**src/rtl/fn_slice_alu.sv**
```systemverilog
module fn_slice_alu #(
  parameter int WIDTH = 8,
  parameter int OP_W  = 4
) (
  input  logic [WIDTH-1:0] a_in,
  input  logic [WIDTH-1:0] b_in,
  input  logic             carry_in,
  input  logic [OP_W-1:0]  op_code,
  output logic [WIDTH-1:0] res_out,
  output logic             carry_out
);
  localparam logic [OP_W-1:0] OP_PASS_A = OP_W'(0);
  localparam logic [OP_W-1:0] OP_PASS_B = OP_W'(1);
  localparam logic [OP_W-1:0] OP_INV_A  = OP_W'(2);
  localparam logic [OP_W-1:0] OP_AND    = OP_W'(3);
  localparam logic [OP_W-1:0] OP_ADD    = OP_W'(12);
  localparam logic [3:0]      RES_IS_P  = 4'b1100;

  logic [3:0] p_tab, k_tab, r_tab;
  logic [WIDTH:0] chain;

  always_comb begin
    p_tab = 4'b0000;
    k_tab = 4'b1111;
    r_tab = 4'b0000;
    case (op_code)
      OP_PASS_A: begin p_tab = 4'b1100; r_tab = RES_IS_P; end
      OP_PASS_B: begin p_tab = 4'b1010; r_tab = RES_IS_P; end
      OP_INV_A:  begin p_tab = 4'b0011; r_tab = RES_IS_P; end
      OP_AND:    begin p_tab = 4'b1000; r_tab = RES_IS_P; end
      OP_ADD:    begin p_tab = 4'b0110; k_tab = 4'b0001; r_tab = 4'b0110; end
      default: ;
    endcase
  end

  assign chain[0] = carry_in;

  for (genvar i = 0; i < WIDTH; i++) begin : g_slice
    logic prop, kill;
    assign prop         = p_tab[{a_in[i], b_in[i]}];
    assign kill         = k_tab[{a_in[i], b_in[i]}];
    assign chain[i+1]   = (prop & chain[i]) | (~prop & ~kill);
    assign res_out[i]   = r_tab[{prop, chain[i]}];
  end

  assign carry_out = chain[WIDTH];
endmodule


```
**config.mk**
```make
export PLATFORM = sky130hd
export DESIGN_NAME = fn_slice_alu
export DESIGN_NICKNAME = d
export VERILOG_FILES = /design/src/rtl/fn_slice_alu.sv
export SDC_FILE = /design/constraint.sdc
export NUM_CORES = 1
export LEC_CHECK = 0
export ABC_AREA = 1
export BUFFER_PORTS_ARGS = -buffer_cell sky130_fd_sc_hd__buf_2
export CORE_AREA = 2 2 39 41
export DETAILED_ROUTE_END_ITERATION = 8
export DIE_AREA = 0 0 41 43
export PLACE_DENSITY = 0.89
export RECOVER_POWER = 100
export SLEW_MARGIN = 20
export SYNTH_ARGS = -nofsm -noshare
export SYNTH_HDL_FRONTEND = slang
export SYNTH_SLANG_ARGS = --single-unit
```
**constraint.sdc**
```tcl
create_clock -name vclk -period 6.2
set_input_delay 1.86 -clock vclk [all_inputs]
set_output_delay 1.86 -clock vclk [all_outputs]
set_load 0.005 [all_outputs]
```
==> results.md, run 1 <==
* Outcome: finished, final reports clean
* Pin count of the biggest net entering global routing at 20
* First drt pass iteration count at 4
* Hold path cells at 4
* PD cells at 64.2 nW/um^2
* DRC at 0
* GRT met2 Usage at 43.1%
* Global route total overflow at 0
* Post-DP Area at 853 sq um
* Final wirelength at 1750 microns
* Non-Filler Instances at 172
* Pint at 0.0205 mW
* CP Class: input port to output port
* Final ANT Viol Nets at 0
* Via count at 932
* CP endpoint kind: output port
* Synth Area in Compound Gates at 34.0%
* HPWL after DPL at 1440 microns
* GPL Wtd Cong at 0.743
* Sw Ratio at 62.1%
* Initial drt markers at 19
* Distinct cells, synth at 21
* Filler cells at 146
* Area delta synth->final at 21.2%
* Num ports at 30
* M3 GR Usage at 0%
* Mux cell area share after synthesis at 0%
* FF/Latch Area at 0 sq um
* Critical Path AT at 3.99 ns
* Setup TNS at 0 ns
* Vias/cell at 5.42
* ANT cells at 0
* Largest family of logic cells by synthesized area: simple AND/OR/NAND/NOR gates
* Part of the power in combinational logic at 100.0%
* Post-Syn Area at 696 sq um
* First-pass GRT wire length at 2890 microns
* Startpoint Class: input port
* Seq/Total Area, Yosys at 0%
* Unrepaired setup endpoints after global routing: no
* Placed insts at 172
* Seq pwr share at 0%
* Highest clock rate at 0.171 GHz
* Hold_ws at 4.09 ns
* Final Hold Viols at 0
* Die span in x at 41 microns
* CP Max Fanout at 4
* WL/cell at 10.2 microns
* PostCTS Resize Cnt at 0
* Crit path from: op_code[3]
* Footprint of the multi-input gates at 599 sq um
* Seq Cell Count at 0
* Final worst path period need at 5.85 ns
* Mean post-synth cell area at 5.48 sq um
* Initial antenna violation count at 0
* Core area at 1380 sq um
* # rows at 14
* I/O Buffers at 30
* Syn Inst Count at 127
* # setup viols final at 0
* # hold bufs at CTS at 0
* Total power at 0.0541 mW
* Post-CTS Setup Bufs at 0
* Top Usage Layer GRT: met2
* Power share of the clock group at 0%
* Starting Density at 50.3%
* Post-Synth XOR/XNOR Area at 0%
* Area share of fa/ha/maj cells after synthesis at 0%
* Crit share post-route at 94.4%
* Chip Height at 43 microns
* Slew Viols, Final at 0
* Worst path required time at 4.34 ns
* HP Start: carry_in
* Warnings from Yosys at 0
* Maxcap violations at 0
* Switching Power at 0.0336 mW
* DIE AREA at 1760 sq um
* CLK BUF at 0
* LEAKAGE at 0.460 nW
* HP Class: input port to output port
* Vias in the first global route at 770
* Post-Synth Simple-Gate Area at 52.9%
* Met1 global-route usage at 24.7%
* Layout cell share with drive strength beyond 1 at 35.9%
* Slew headroom at 83.4%
* Peak ir drop on the vdd network at 0.0334 mV
* Post-layout instance area at 843 sq um
* Worst slew pin tran at 0.249 ns
* Final nets at 179
* Synthesized Nets at 148
* Total GRT Usage at 21.6%
## layout by cell type (no fill, tap or decap), drive strengths merged
| master | n |
|---|---|
| o21ai | 19 |
| nor2 | 9 |
| nand3 | 7 |
| o211ai | 7 |
| o31ai | 1 |
| buf | 28 |
| nand2 | 45 |
| o22ai | 1 |
| a21boi | 1 |
| clkbuf | 4 |
| a21oi | 11 |
| nand4 | 6 |
| inv | 17 |
## critical path: stages
cell,delay [ns]
buf_2,0.12
nor2_2,0.23
nand2_1,0.16
a21oi_1,0.25
nand2_4,0.06
nand2_1,0.12
nand2_2,0.07
nand2_2,0.07
nand2_2,0.06
nand2_2,0.06
nand2_2,0.05
nand2_1,0.10
nand2_2,0.07
nand2_2,0.07
nand2_2,0.06
nand2_2,0.07
nand2_2,0.06
nand2_2,0.07
nand2_2,0.05
nand3_1,0.08
nand3_1,0.09
nand2_1,0.06
buf_2,0.10
## per-layer routing
metal | part of all wire [%] | vias up | wire, microns
li1 | - | 491 | -
met1 | 42 | 418 | 734
met2 | 54 | 23 | 951
met3 | 3.5 | 0 | 62
met4 | 0 | 0 | 0
met5 | 0 | - | 0
## stage by stage
step / utilization (%) / setup WS [ns]
after global routing: 60.9 / 0.0667
after floorplan: - / 0.940
after global placement: 61.7 / 0.499
after detailed placement: 61.7 / 0.397
after CTS: 61.7 / 0.394
final: 60.9 / 0.350
## cell usage after synthesis (all sizes together)
cell type	instances	area, sq um
inv	17	63.8
a21boi	1	11.3
o31ai	1	7.51
nand3	7	57.6
nand4	6	37.5
o21ai	19	98.9
buf	3	27.5
o211ai	7	57.6
nor2	9	36.3
o22ai	1	6.26
nand2	45	236
a21oi	11	55.1
## layout make-up
class	count	share of cell area, %
Tap cell	16	2.37
Timing Repair Buffer	32	19.0
Inverter	17	7.57
Multi-Input combinational cell	107	71.1
## final timing paths
kind	endpoint
setup / recovery	res_out[7]
hold / removal	res_out[0]
## power groups by stage
stage / Clock, mW / Sequential [mW] / Combinational, mW
2_1_floorplan: 0 / 0 / 0.0370
3_3_place_gp: 0 / 0 / 0.0522
3_5_place_dp: 0 / 0 / 0.0547
4_1_cts: 0 / 0 / 0.0550
5_1_grt: 0 / 0 / 0.0614
6_report: 0 / 0 / 0.0541
## cells by family after synthesis
logic type	after synthesis
AND/OR/NAND/NOR	67
AO/OA/AOI/OAI	40
buffers and inverters	20
(Power assumes the default switching activity.)
==> run 2: changes to the inputs <==
GPL_TIMING_DRIVEN = 0   (was default)
RECOVER_POWER = default   (was 100)
==> run 2 against run 1 <==
Cell count grew 0.58%. Sequential share of layout area did not move. Power up 2.0%. Critical path depth unchanged. Fmax grew 2.8%. Combinational power up 2%. Critical path type unchanged. Largest cell class unchanged. Largest power group unchanged.
==> results.md, run 2 (synthesized netlist as in run 1, its figures left out) <==
* Core area at 1380 sq um
* # hold bufs at CTS at 0
* Final worst path period need at 5.69 ns
* WHS Endpoint: res_out[0]
* Vias in the first global route at 812
* Maxcap violations at 0
* Area delta synth->final at 24.5%
* DIE AREA at 1760 sq um
* LEAKAGE at 0.484 nW
* Seq Cell Count at 0
* Vias/cell at 5.33
* Initial antenna violation count at 0
* Worst slew pin tran at 0.235 ns
* Via count at 922
* I/O Buffers at 30
* FF/Latch Area at 0 sq um
* Unrepaired setup endpoints after global routing: no
* Critical Path AT at 3.83 ns
* HPWL after DPL at 1480 microns
* DRC at 0
* WL/cell at 10.2 microns
* HP Class: input port to output port
* # rows at 14
* Die span in x at 41 microns
* Total GRT Usage at 22.9%
* CLK BUF at 0
* Total power at 0.0552 mW
* CP Class: input port to output port
* Final nets at 180
* Setup TNS at 0 ns
* Final ANT Viol Nets at 0
* Chip Height at 43 microns
* Outcome: finished, final reports clean
* Starting Density at 50.3%
* Post-CTS Setup Bufs at 0
* Highest clock rate at 0.176 GHz
* GPL Wtd Cong at 0.767
* Finished Core Util at 62.6%
* First-pass GRT wire length at 3050 microns
* Slew Viols, Final at 0
* PostCTS Resize Cnt at 0
* Worst path required time at 4.34 ns
* # setup viols final at 0
* Layout cell share with drive strength beyond 1 at 40.1%
* Num ports at 30
* Leading cell type in the layout, fill and taps excluded: buf_2
* Hold path cells at 4
* Global route total overflow at 0
* Final Hold Viols at 0
* CP Max Fanout at 10
* Crit share post-route at 91.8%
* CP endpoint kind: output port
* PD cells at 63.7 nW/um^2
* ANT cells at 0
* Initial drt markers at 6
* Slew headroom at 84.3%
* Final wirelength at 1770 microns
* Most frequent cells in the layout: buf_2 (31), nand2_1 (22), nand2_2 (21)
* First drt pass iteration count at 4
* Peak ir drop on the vdd network at 0.0336 mV
* Post-Place Worst Slack at 0.505 ns
* Final setup margin at 0.509 ns
* Startpoint Class: input port
* Pin count of the biggest net entering global routing at 11
* HP Start: carry_in
run 2: how the worst max path moves through the flow:
| stage | startpoint | end | slack, ns | cells after the start |
|---|---|---|---|---|
| finish | op_code[3] | res_out[7] | 0.51 | 23 |
| global route | op_code[3] | res_out[7] | 0.27 | 25 |
| CTS | op_code[3] | res_out[7] | 0.50 | 23 |
| detailed placement | op_code[3] | res_out[7] | 0.51 | 23 |
| global placement | op_code[3] | res_out[7] | 0.58 | 23 |
| floorplan | op_code[1] | res_out[7] | 0.94 | 21 |
run 2: per-layer routing:
layer	share of wire, %	vias to the layer above	wire length (microns)	global-route usage (%)
li1	-	492	-	-
met1	43	415	756	28.8
met2	55	15	968	42.8
met3	2.5	0	44	0
met4	0	0	0	0.667
met5	0	-	0	0
run 2: layout make-up:
cell class | count | area (sq um)
well taps | 16 | 20.0
multi-input cells | 107 | 604
inverters | 17 | 63.8
fillers | 148 | 518
plain buffers | 3 | 27.5
repair buffers | 30 | 150
run 2: power breakdown:
| part | total, mW | leakage [nW] | switching (mW) | internal, mW |
|---|---|---|---|---|
| registers | 0 | 0 | 0 | 0 |
| logic | 0.0552 | 0.484 | 0.0337 | 0.0215 |
| clock network | 0 | 0 | 0 | 0 |
run 2: worst max-delay path, cell delays in order:
cell,delay [ns]
buf_2,0.12
nor2_2,0.13
buf_6,0.17
nand3_2,0.10
nand3_4,0.15
o211ai_2,0.10
nand2_2,0.08
inv_1,0.06
nand2_2,0.07
nand2_2,0.07
nand2_2,0.07
nand2_2,0.07
nand2_2,0.07
nand2_2,0.06
nand2_2,0.07
nand2_2,0.06
nand2_2,0.07
nand2_2,0.06
nand2_2,0.06
nand3_1,0.08
nand3_1,0.09
nand2_1,0.05
buf_2,0.12
run 2: stage by stage:
step	instance area, sq um	std cells	hold slack [ns]
final	866	173	4.11
after global routing	866	173	4.13
after CTS	866	173	4.10
after detailed placement	866	173	4.11
after global placement	866	173	4.08
after floorplan	696	127	3.86
